`src/rtl/lfc_pkg.sv`:
```
package lfc_pkg;
  typedef enum logic [0:0] {ST_RUN = 1'b0, ST_DRAIN = 1'b1} lfc_state_e;
endpackage

```
`src/rtl/lfc_wbuf.sv`:
```
// FIFO of pending block writes, kept in decode order.
module lfc_wbuf #(
  parameter int ENTRY_W = 36,
  parameter int DEPTH   = 4
) (
  input  logic               clk,
  input  logic               rst,
  input  logic               push,
  input  logic [ENTRY_W-1:0] push_data,
  input  logic               pop,
  output logic [ENTRY_W-1:0] head,
  output logic               full,
  output logic               empty
);
  localparam int PTR_W = (DEPTH > 1) ? $clog2(DEPTH) : 1;
  localparam int CNT_W = $clog2(DEPTH + 1);

  logic [ENTRY_W-1:0] mem [DEPTH];
  logic [PTR_W-1:0]   wr_ptr, rd_ptr;
  logic [CNT_W-1:0]   count;

  function automatic logic [PTR_W-1:0] bump(input logic [PTR_W-1:0] p);
    if (p == PTR_W'(DEPTH - 1)) return '0;
    return p + PTR_W'(1);
  endfunction

  assign head  = mem[rd_ptr];
  assign full  = (count == CNT_W'(DEPTH));
  assign empty = (count == '0);

  always_ff @(posedge clk) begin
    if (push) mem[wr_ptr] <= push_data;
  end

  always_ff @(posedge clk) begin
    if (rst) begin
      wr_ptr <= '0;
      rd_ptr <= '0;
      count  <= '0;
    end else begin
      if (push) wr_ptr <= bump(wr_ptr);
      if (pop)  rd_ptr <= bump(rd_ptr);
      if (push && !pop)      count <= count + CNT_W'(1);
      else if (pop && !push) count <= count - CNT_W'(1);
    end
  end
endmodule

```
`src/rtl/lfc_store.sv`:
```
// Frame store, one word per block; synchronous read so block RAM fits.
module lfc_store #(
  parameter int ADDR_W = 4,
  parameter int DATA_W = 32,
  parameter int WORDS  = 16
) (
  input  logic              clk,
  input  logic              we,
  input  logic [ADDR_W-1:0] waddr,
  input  logic [DATA_W-1:0] wdata,
  input  logic              re,
  input  logic [ADDR_W-1:0] raddr,
  output logic [DATA_W-1:0] rdata
);
  logic [DATA_W-1:0] mem [WORDS];

  always_ff @(posedge clk) begin
    if (we) mem[waddr] <= wdata;
  end

  always_ff @(posedge clk) begin
    if (re) rdata <= mem[raddr];
  end
endmodule

```
`src/rtl/lfc_lookup.sv`:
```
// Raster position of a request and the hit decision against the pointer.
module lfc_lookup #(
  parameter int BLK_W  = 4,
  parameter int X_W    = 2,
  parameter int Y_W    = 2,
  parameter int REF_W  = 2,
  parameter int ADDR_W = 4,
  parameter int POS_W  = 5
) (
  input  logic [X_W-1:0]    x,
  input  logic [Y_W-1:0]    y,
  input  logic [REF_W-1:0]  ref_idx,
  input  logic [POS_W-1:0]  cptr,
  output logic [ADDR_W-1:0] addr,
  output logic              hit
);
  assign addr = ADDR_W'(y) * ADDR_W'(BLK_W) + ADDR_W'(x);
  assign hit  = (ref_idx == '0) && (POS_W'(addr) >= cptr);
endmodule

```
`src/rtl/last_frame_cache.sv`:
```
module last_frame_cache #(
  parameter int BLK_W    = 4,
  parameter int BLK_H    = 4,
  parameter int DATA_W   = 32,
  parameter int REF_W    = 2,
  parameter int WB_DEPTH = 4,
  localparam int X_W     = (BLK_W > 1) ? $clog2(BLK_W) : 1,
  localparam int Y_W     = (BLK_H > 1) ? $clog2(BLK_H) : 1
) (
  input  logic              clk,
  input  logic              rst,
  input  logic              wr_valid,
  input  logic [X_W-1:0]    wr_x,
  input  logic [Y_W-1:0]    wr_y,
  input  logic [DATA_W-1:0] wr_data,
  input  logic              rd_valid,
  input  logic [REF_W-1:0]  rd_ref,
  input  logic [X_W-1:0]    rd_x,
  input  logic [Y_W-1:0]    rd_y,
  input  logic              frame_end,
  output logic              rsp_valid,
  output logic              rsp_hit,
  output logic [DATA_W-1:0] rsp_data,
  output logic              fb_rd_valid,
  output logic [REF_W-1:0]  fb_rd_ref,
  output logic [X_W-1:0]    fb_rd_x,
  output logic [Y_W-1:0]    fb_rd_y,
  output logic              fb_wr_valid,
  output logic [X_W-1:0]    fb_wr_x,
  output logic [Y_W-1:0]    fb_wr_y,
  output logic [DATA_W-1:0] fb_wr_data,
  output logic              busy
);
  import lfc_pkg::*;

  localparam int BLOCKS  = BLK_W * BLK_H;
  localparam int ADDR_W  = $clog2(BLOCKS);
  localparam int POS_W   = $clog2(BLOCKS + 1);
  localparam int ENTRY_W = ADDR_W + DATA_W;

  lfc_state_e        state;
  logic [POS_W-1:0]  cptr;
  logic              accept_wr, accept_rd;
  logic [ADDR_W-1:0] wr_addr, rd_addr;
  logic              rd_hit;
  logic              wb_pop, wb_full, wb_empty;
  logic [ENTRY_W-1:0] wb_head;
  logic [ADDR_W-1:0] head_addr;
  logic [DATA_W-1:0] head_data;

  assign accept_wr = wr_valid && (state == ST_RUN);
  assign accept_rd = rd_valid && (state == ST_RUN);
  assign wr_addr   = ADDR_W'(wr_y) * ADDR_W'(BLK_W) + ADDR_W'(wr_x);
  assign head_addr = wb_head[ENTRY_W-1:DATA_W];
  assign head_data = wb_head[DATA_W-1:0];
  assign wb_pop    = (accept_wr && wb_full) || ((state == ST_DRAIN) && !wb_empty);
  assign busy      = (state == ST_DRAIN);

  lfc_lookup #(
    .BLK_W(BLK_W), .X_W(X_W), .Y_W(Y_W), .REF_W(REF_W),
    .ADDR_W(ADDR_W), .POS_W(POS_W)
  ) u_lookup (
    .x(rd_x), .y(rd_y), .ref_idx(rd_ref), .cptr(cptr),
    .addr(rd_addr), .hit(rd_hit)
  );

  lfc_wbuf #(.ENTRY_W(ENTRY_W), .DEPTH(WB_DEPTH)) u_wbuf (
    .clk(clk), .rst(rst),
    .push(accept_wr), .push_data({wr_addr, wr_data}),
    .pop(wb_pop), .head(wb_head), .full(wb_full), .empty(wb_empty)
  );

  lfc_store #(.ADDR_W(ADDR_W), .DATA_W(DATA_W), .WORDS(BLOCKS)) u_store (
    .clk(clk),
    .we(wb_pop), .waddr(head_addr), .wdata(head_data),
    .re(accept_rd), .raddr(rd_addr), .rdata(rsp_data)
  );

  always_ff @(posedge clk) begin
    if (rst) begin
      state       <= ST_RUN;
      cptr        <= '0;
      rsp_valid   <= 1'b0;
      rsp_hit     <= 1'b0;
      fb_rd_valid <= 1'b0;
      fb_wr_valid <= 1'b0;
    end else begin
      rsp_valid   <= accept_rd;
      rsp_hit     <= accept_rd && rd_hit;
      fb_rd_valid <= accept_rd && !rd_hit;
      fb_wr_valid <= accept_wr;
      if (wb_pop) cptr <= POS_W'(head_addr) + POS_W'(1);
      case (state)
        ST_RUN:   if (frame_end) state <= ST_DRAIN;
        ST_DRAIN: if (wb_empty) begin
          state <= ST_RUN;
          cptr  <= '0;
        end
        default:  state <= ST_RUN;
      endcase
    end
  end

  always_ff @(posedge clk) begin
    if (accept_rd) begin
      fb_rd_ref <= rd_ref;
      fb_rd_x   <= rd_x;
      fb_rd_y   <= rd_y;
    end
    if (accept_wr) begin
      fb_wr_x    <= wr_x;
      fb_wr_y    <= wr_y;
      fb_wr_data <= wr_data;
    end
  end
endmodule

```
`config.mk`:
```
export PLATFORM = sky130hd
export DESIGN_NAME = last_frame_cache
export DESIGN_NICKNAME = d
export VERILOG_FILES = /design/src/rtl/lfc_pkg.sv /design/src/rtl/lfc_wbuf.sv /design/src/rtl/lfc_store.sv /design/src/rtl/lfc_lookup.sv /design/src/rtl/last_frame_cache.sv
export SDC_FILE = /design/constraint.sdc
export NUM_CORES = 1
export LEC_CHECK = 0
export CAP_MARGIN = 20
export CORE_ASPECT_RATIO = 1.75
export CORE_MARGIN = 2
export CORE_UTILIZATION = 35
export DETAILED_ROUTE_END_ITERATION = 8
export PLACE_DENSITY = 0.57
export SYNTH_ARGS = -nofsm -noshare
export SYNTH_HDL_FRONTEND = slang
export SYNTH_SLANG_ARGS = --single-unit
```
`constraint.sdc`:
```
create_clock -name clk -period 6.95 [get_ports clk]
set_input_delay 1.39 -clock clk [delete_from_list [all_inputs] [get_ports clk]]
set_output_delay 1.39 -clock clk [all_outputs]
set_load 0.05 [all_outputs]
```
* After elaboration in Yosys (flattened, before gate mapping)
Memories as Yosys holds them, arrays and structs flattened. A register that Yosys moved wholly into a read port is not among the register bits.
Index checks and enable logic that the tools add are counted.
** Word-level totals
- Register bits after elaboration :: 59
- Bits in writable memories :: 656
- Input port bits :: 47
- Output and inout port bits :: 79
- Logic and storage cells :: 70
- Memories :: 2
** Operators by class
- Add/sub/neg operators :: 7
- Magnitude comparators :: 1
- Equality and inequality tests :: 3
- Multiplexer cells :: 24
- Bitwise gates (word level) :: 1
- Reductions and logical operators :: 17
** Memories
- u_store.mem :: words 16, bits a word 32, rd ports 1, clocked after memory_dff 1, wr ports 1, line lfc_store.sv:15 : logic [DATA_W-1:0] mem [WORDS];
- u_wbuf.mem :: words 4, bits a word 36, rd ports 1, clocked after memory_dff 1, wr ports 1, line lfc_wbuf.sv:18 : logic [ENTRY_W-1:0] mem [DEPTH];
** Operators by type and width (number)
- 5-bit 2-to-1 mux :: 3
- 1-bit 2-to-1 mux :: 12
- 2-bit 2-to-1 mux :: 6
- 1-bit logical AND :: 9
- 4-bit by 2-bit adder with 4-bit output :: 2
- 3-bit 2-to-1 mux :: 2
- 4-bit by 1-bit adder with 5-bit output, second input constant :: 1
- 4-bit by 5-bit greater-or-equal comparator with 1-bit output :: 1
- 2-bit by 1-bit adder with 2-bit output, second input constant :: 2
- 2-bit equality test, second input constant :: 2
- 1-bit logical NOT :: 4
- 3-bit by 1-bit adder with 3-bit output, second input constant :: 1
- 3-bit equality test, second input constant :: 1
- 3-bit logical NOT :: 1
- 3-bit by 1-bit subtractor with 3-bit output, second input constant :: 1
- 2-bit logical NOT :: 1
- 1-bit case mux with 2 select lines :: 1
- 2-bit nonzero test :: 1
- 1-bit logical OR :: 1
- 1-bit inverter :: 1

* Logic depth before layout (Yosys ltp)
Gate-level depths: netlist of run 1.
- Depth in word-level cells :: 9
- Depth in mapped cells :: 10
- Gate-level depth less buffers :: 10

* By module
A second synthesis of run 1 with hierarchy kept.
** Unflattened totals
- Cells, all modules :: 1166
- Area, all modules :: 27634.0 um2
** By module, submodules not included
- lfc_store :: instances 1, cells an instance 838, area an instance 20174.3 um2
- lfc_wbuf :: instances 1, cells an instance 232, area an instance 5689.2 um2
- last_frame_cache :: instances 1, cells an instance 78, area an instance 1636.6 um2
- lfc_lookup :: instances 1, cells an instance 18, area an instance 133.9 um2

* Worst setup path before layout of run 1
OpenSTA, ideal clock, no wires.
- Kind :: input to register
- From :: input wr_valid
- To :: memory u_store.mem[4][0] (netlist: u_store.mem[2][0]), enable pin
- Library setup time :: 513 ps
- Arrival :: 5210 ps
- Slack :: 1227 ps
- Cell stages on the path :: 4
- Cell sequence :: a21oi_1 nor2_1 inv_1 nor4b_1
** Between the ends
- Longest elaborated chain between the ends :: 5
** Ends and longest elaborated chain
- start: declaration :: line last_frame_cache.sv:12 : input logic wr_valid,
- 1-bit logical AND :: line last_frame_cache.sv:51 : assign accept_wr = wr_valid && (state == ST_RUN);
- 1-bit logical AND :: line last_frame_cache.sv:56 : assign wb_pop = (accept_wr && wb_full) || ((state == ST_DRAIN) && !wb_empty);
- 1-bit logical OR :: line last_frame_cache.sv:56
- 1-bit 2-to-1 mux :: line lfc_store.sv:18 : if (we) mem[waddr] <= wdata;
- 1-bit 2-to-1 mux (not written as such) :: line lfc_store.sv:18
- end: declaration :: line lfc_store.sv:15
No other way between the ends.

* Final worst setup path of run 1
- From :: input rd_x[0]
- To :: register u_store.rdata[21] (read register of u_store.mem), data pin
** Between the ends
- Longest elaborated chain between the ends :: 1
** Ends and longest elaborated chain
- start: declaration :: line last_frame_cache.sv:18 : input logic [X_W-1:0] rd_x,
- 4-bit by 2-bit adder with 4-bit output :: line lfc_lookup.sv:17 : assign addr = ADDR_W'(y) * ADDR_W'(BLK_W) + ADDR_W'(x);
- end: declaration :: line lfc_store.sv:13 : output logic [DATA_W-1:0] rdata
No other way between the ends.
A chain may end at the register's enable or synchronous reset.

==> reports/summary.txt, run 1 <==
outcome - complete, no violations
syn_nets - 1158
DRC violations left - 0
WL per Instance - 24.7 um
main combinational cell family by area after synthesis - multiplexers
Post-Synth Adder-Cell Area - 0.706%
setup tns final - 0 ps
initial cell density of the core - 35.2%
clock latency on the worst-skew pair - 600 ps
overall track demand over capacity in global routing - 14.5%
category of the worst setup path capture point - flip-flop
pin slew with the least headroom to its limit - 1010 ps
Post-synth EDFFs - 730
number of placed cells counting well taps - 2235
initial DRC count - 875
portion of the clock cycle consumed by the worst path in the final layout - 51.0%
detailed-router iteration count before antenna repair - 5
vias per cell - 4.96
Clock Tree Root - sky130_fd_sc_hd__clkbuf_16
signed area change from the synthesized netlist to the final layout - 17.2%
Switching Fraction - 24.9%
Std-Cell Rows - 136
Post-Syn Area per Cell - 25.2 um2
Fmax - 282 MHz
peak fanout along the critical path - 43
Post-layout nets - 1332
portion of the post-synthesis area used by sequential elements - 80.7%
synthesized-area fraction occupied by ao, oa, aoi and oai cells - 0.317%
data required time of the critical path - 7270 ps
min cycle time layout - 3540 ps
power share of the combinational group - 14.4%
largest net degree at the start of global routing - 131
most frequent cells in the layout - sky130_fd_sc_hd__edfxtp_1 (730), sky130_fd_sc_hd__mux4_2 (196), sky130_fd_sc_hd__clkdlybuf4s50_1 (121)
Synth Instances - 1096
part of the power in the clock network - 33.2%
IO Count - 126
sequential share of power - 52.3%
buffers inserted during post-CTS setup optimization - 0
cell-internal power - 8310 uW
crit path kind - in -> reg
register cell area after layout - 22300 um2
max-slew violation total from the final report - 0
number of hold violations in the final report - 0
Warnings, synthesis - 0
number of sinks handled by clock tree synthesis - 749
first-pass GRT wire length - 85900 um
worst min path class - reg -> reg
number of diodes added for antenna fixing - 0
Num CTS Buffers - 67
proportion of register bits with asynchronous set or reset after synthesis - 0%
count of instances resized after the clock tree is built - 0
H-tree levels - 3
clock slew at reported path FFs - 60 ps
data arrival time of the critical path - 3860 ps
count of hold buffers inserted by post-cts repair - 0
CTS tree - done
worst voltage drop across the vdd grid - 0.000163 V
fraction of synthesized area in multiplexers - 16.1%
post-synth design cell area - 27600 um2
fraction of final layout cells with drive strength greater than 1 - 25.8%
reported max-cap violation count - 0
post-synthesis share of cell area spent on and, or, nand and nor gates - 0.987%
maximum clock path buffer count - 3
RSZ-0062 raised after global routing - no
floorplan die width - 216 um
Worst Setup Start Kind - input port
number of filler instances in the final layout - 6705
total power per unit cell area - 342 nW/um2
Post-DP HPWL - 32000 um
core footprint - 78400 um2
number of antenna violations at the first check in global routing - 0
most used flip-flop cell after synthesis - sky130_fd_sc_hd__edfxtp_1
DRT antenna net count - 0
most common cell after layout, fill and taps aside - sky130_fd_sc_hd__edfxtp_1
Seq cells post-synth - 749
Worst slew margin - 32.7%
die height - 376 um
total via count in the routed design - 11700
input/output buffers - 125
largest clock skew in the final design - 28.2 ps
sw power - 2750 uW
die area - 81300 um2
number of endpoints failing setup at the final stage - 0
via count of the first global-routing pass - 12900
remaining global-route overflow - 0
post-route insts no fill - 2354
final weighted congestion of routability-driven global placement - 0.720
Pleak - 0.0101 uW
Routed Wire Length - 58200 um
count of distinct cell types in the synthesized netlist - 30
multi-input combinational cell area - 5100 um2
synthesized-area fraction occupied by xor and xnor cells - 0.127%
## critical path: stages
cell and delay (ps):
sky130_fd_sc_hd__clkbuf_8 450, sky130_fd_sc_hd__buf_16 340, sky130_fd_sc_hd__buf_4 550, sky130_fd_sc_hd__mux4_2 580
sky130_fd_sc_hd__mux4_2 470
## power groups by stage
stage               Clock, uW  Combinational [uW]  Sequential [uW]
floorplan                   0                 884             6020
global placement            0                1580             5880
detailed placement          0                1630             5890
CTS                      3780                1630             5800
global route             3950                1730             5820
finish                   3680                1600             5790
## metal layers
| metal | share of wire [%] | track usage [%] | vias up |
|---|---|---|---|
| li1 | - | - | 5024 |
| met3 | 4.3 | 2.08 | 72 |
| met1 | 39 | 17.4 | 6271 |
| met4 | 1.9 | 4.54 | 0 |
| met5 | 0 | 0 | - |
| met2 | 55 | 26.9 | 299 |
## stage by stage
stage / hold slack, ps / setup WS [ps] / power, uW / util, % / instance area (um2)
floorplan: 431 / 1230 / 6900 / - / 27600
global placement: 469 / 2650 / 7460 / 38.5 / 30200
detailed placement: 481 / 2630 / 7520 / 38.5 / 30200
CTS: 489 / 3260 / 11200 / 41.2 / 32300
global route: 494 / 3210 / 11500 / 41.3 / 32400
finish: 481 / 3410 / 11100 / 41.3 / 32400
## state kept, by name, indices dropped and copies added, names as in the netlist, named ones only
signal,flops
u_wbuf.wr_ptr,2
rsp_valid,1
fb_rd_x,2
fb_wr_data,32
cptr,5
u_wbuf.mem,144
fb_rd_valid,1
u_store.mem,512
busy,1
fb_wr_x,2
rsp_hit,1
u_wbuf.count,3
u_store.rdata,32
fb_wr_valid,1
u_wbuf.rd_ptr,2
fb_wr_y,2
fb_rd_y,2
fb_rd_ref,2
## cells by family after synthesis
group / count (synthesis)
DFF: 749
muxes: 200
buffers and inverters: 60
and+or+nand+nor: 54
adders and majority gates: 15
AOI/OAI and AO/OA: 14
xor gates and xnor gates: 4
## path summary, 6_finish.rpt
check	cells past startpoint	to	start	slack (ps)
setup reg to reg	7	u_store.mem[15][20]$_DFFE_PP_	flip-flop	3630
hold reg to reg	2	cptr[4]$_SDFF_PP0_	cptr[4]$_SDFF_PP0_	480
hold / removal	2	cptr[4]$_SDFF_PP0_	cptr[4]$_SDFF_PP0_	480
setup / recovery	5	u_store.rdata[21]$_DFFE_PP_	rd_x[0]	3410
## cell usage after synthesis (all sizes together) (3+ instances only)
master	number	area (um2)
clkbuf	23	86.3
mux2i	4	40.0
mux4	196	4410
inv	13	48.8
buf	24	150
ha	14	175
a21oi	6	30.0
edfxtp	730	21900
a211oi	3	22.5
nor3	5	25.0
nor2	17	63.8
a21o	3	22.5
dfxtp	19	380
and3	9	56.3
nand2	7	26.3
nor2b	4	25.0
and2	4	25.0
xor2	3	26.3
## layout make-up
cell class	instances	share of cell area [%]
Tap cell	1035	4.00
Timing Repair Buffer	152	4.56
Multi-Input combinational cell	287	15.8
Clock buffer	89	5.71
Inverter	13	0.151
Sequential cell	749	68.9
Clock inverter	29	0.920
Power figures use the tool's default switching activity.
==> run 2, diff against run 1 <==
Settings changed: PLACE_DENSITY 0.57 to 0.59.
Clock period 6.95 ns to 2.92 ns, I/O delays scaled along.
==> reports/summary.txt, run 2 (synthesis results as in run 1) <==
signed area change from the synthesized netlist to the final layout - 19.7%
IO Count - 126 (unchanged)
outcome - complete, no violations
crit path kind - reg -> out
Post-DP HPWL - 32500 um (+1.6%)
HP Start - cptr[4]$_SDFF_PP0_
initial DRC count - 844 (-3.5%)
Register-to-Register Setup Slack - 620 ps (-3010 ps)
number of sinks handled by clock tree synthesis - 749 (unchanged)
CTS tree - done
pin slew with the least headroom to its limit - 611 ps (-399 ps)
Fmax - 392 MHz
count of hold buffers inserted by post-cts repair - 0 (unchanged)
final weighted congestion of routability-driven global placement - 0.706 (-1.9%)
leading registers by flop count - u_store.mem (512), u_wbuf.mem (144)
buffers inserted during post-CTS setup optimization - 0 (unchanged)
cells along the critical path - clkdlybuf4s50_1
stages on the worst setup path - 1 (-4)
count of instances resized after the clock tree is built - 0 (unchanged)
min cycle time layout - 2550 ps
worst voltage drop across the vdd grid - 0.000433 V (+170%)
worst min path class - reg -> reg
largest clock skew in the final design - 20.0 ps (-8.18 ps)
Std-Cell Rows - 136 (unchanged)
number of antenna violations at the first check in global routing - 0 (unchanged)
Routed Wire Length - 57600 um (-1.0%)
worst hold slack across all endpoints - 489 ps (+8.66 ps)
max FFs per register - 512 (unchanged)
maximum clock path buffer count - 3 (unchanged)
peak fanout along the critical path - 1 (-98%)
Clock Tree Root - sky130_fd_sc_hd__clkbuf_16
fraction of final layout cells with drive strength greater than 1 - 28.1% (+2.4 points)
post-route insts no fill - 2382 (+1.2%)
number of cell instances on the worst register-to-register path - 4 (-3)
Worst slew margin - 59.3% (+27 points)
detailed-router iteration count before antenna repair - 5 (unchanged)
startpoint of the worst setup timing path - fb_wr_data[12]$_DFFE_PP_
reported max-cap violation count - 0 (unchanged)
end point of the critical path - fb_wr_data[12]
max-slew violation total from the final report - 0 (unchanged)
die height - 376 um (unchanged)
Bufs and invs on worst path - 1 (-2)
total power per unit cell area - 813 nW/um2 (+140%)
number of placed cells counting well taps - 2263 (+1.3%)
data required time of the critical path - 2340 ps (-4930 ps)
clock latency on the worst-skew pair - 620 ps (+20 ps)
number of endpoints failing setup at the final stage - 0 (unchanged)
via count of the first global-routing pass - 13100 (+1.6%)
floorplan die width - 216 um (unchanged)
RSZ-0062 raised after global routing - no
initial cell density of the core - 35.2% (unchanged)
family with the most delay on the worst path - buffers and inverters
number of hold violations in the final report - 0 (unchanged)
total via count in the routed design - 11900 (+2.0%)
largest net degree at the start of global routing - 38 (-71%)
input/output buffers - 125 (unchanged)
portion of the clock cycle consumed by the worst path in the final layout - 87.4%
Post-layout nets - 1360 (+2.1%)
clock slew at reported path FFs - 70 ps (about the same)
r2r endpoint - u_store.mem[10][5]$_DFFE_PP_
data arrival time of the critical path - 1970 ps (-1890 ps)
DRT antenna net count - 0 (unchanged)
overall track demand over capacity in global routing - 14.4% (-0.098 points)
WL per Instance - 24.2 um (-2.2%)
Num CTS Buffers - 68 (+1.5%)
DRC violations left - 0 (unchanged)
H-tree levels - 3 (unchanged)
most common cell after layout, fill and taps aside - sky130_fd_sc_hd__edfxtp_1
die area - 81300 um2 (unchanged)
Worst Setup Start Kind - flip-flop
number of filler instances in the final layout - 6645 (-0.89%)
vias per cell - 5.00 (+0.81%)
critical-path cell with the highest stage delay - sky130_fd_sc_hd__clkdlybuf4s50_1
core footprint - 78400 um2 (unchanged)
slowest cell delay on critical path - 870 ps (+290 ps)
Pleak - 0.0103 uW (+2.9%)
number of diodes added for antenna fixing - 0 (unchanged)
first-pass GRT wire length - 85400 um (-0.62%)
remaining global-route overflow - 0 (unchanged)
Largest Register - u_store.mem
most frequent cells in the layout - sky130_fd_sc_hd__edfxtp_1 (730), sky130_fd_sc_hd__mux4_2 (196), sky130_fd_sc_hd__clkdlybuf4s50_1 (121)
category of the worst setup path capture point - primary output
==> run 2: cell types whose count changed in the layout (fill, tap and decap cells not counted), sizes merged <==
cell | before | now
clkinvlp | 2 | 4
bufinv | 6 | 9
buf | 30 | 57
clkbuf | 90 | 84
clkinv | 18 | 20
==> run 2: worst min path at each step <==
stage,endpoint,slack [ps],cells after the start
detailed placement,cptr[4]$_SDFF_PP0_,490,2
finish,cptr[4]$_SDFF_PP0_,490,2
global placement,cptr[4]$_SDFF_PP0_,480,2
CTS,fb_rd_x[1]$_DFFE_PP_,470,1
floorplan,cptr[4]$_SDFF_PP0_,430,2
global route,fb_rd_y[1]$_DFFE_PP_,490,2
==> run 2: worst reg2reg max path, cell delays in order, from the launching register on <==
cell and delay [ps]:
sky130_fd_sc_hd__dfxtp_2 430, sky130_fd_sc_hd__mux4_2 710, sky130_fd_sc_hd__nor2b_1 240, sky130_fd_sc_hd__and3_2 240
sky130_fd_sc_hd__buf_12 300
==> run 2: layout make-up <==
cell class	instances	area [um2]	share of cell area [%]
flip-flops and latches	749	22300	67.4
repair buffers	179	2010	6.08
clock buffers	83	1830	5.54
multi-input cells	287	5130	15.5
inverters	13	52.6	0.159
well taps	1035	1290	3.92
clock inverters	36	448	1.35
==> run 2: per-layer routing <==
metal	share of wire (%)	routed length, um	track usage, %
met1	40	22800	17.3
met4	2.5	1430	5.20
met5	0	0	0
met2	54	30900	26.1
met3	4.1	2370	2.39
==> run 2: report_power, final <==
| group | leakage, uW | total, uW | internal (uW) | switching (uW) |
|---|---|---|---|---|
| Combinational | 0.00244 | 3920 | 1340 | 2580 |
| Sequential | 0.00679 | 13800 | 13600 | 239 |
| Clock | 0.00111 | 9180 | 5300 | 3880 |
==> run 2: per-stage QoR <==
step	area (um2)	util [%]	TNS, ps	setup WS, ps	total power (uW)
4_1_cts	33100	42.2	0	316	27300
6_report	33100	42.2	0	368	26900
3_5_place_dp	30800	39.3	0	253	18000
5_1_grt	33100	42.2	0	331	27900
2_1_floorplan	27700	-	-12060	-189	16400
3_3_place_gp	30800	39.3	0	265	17900
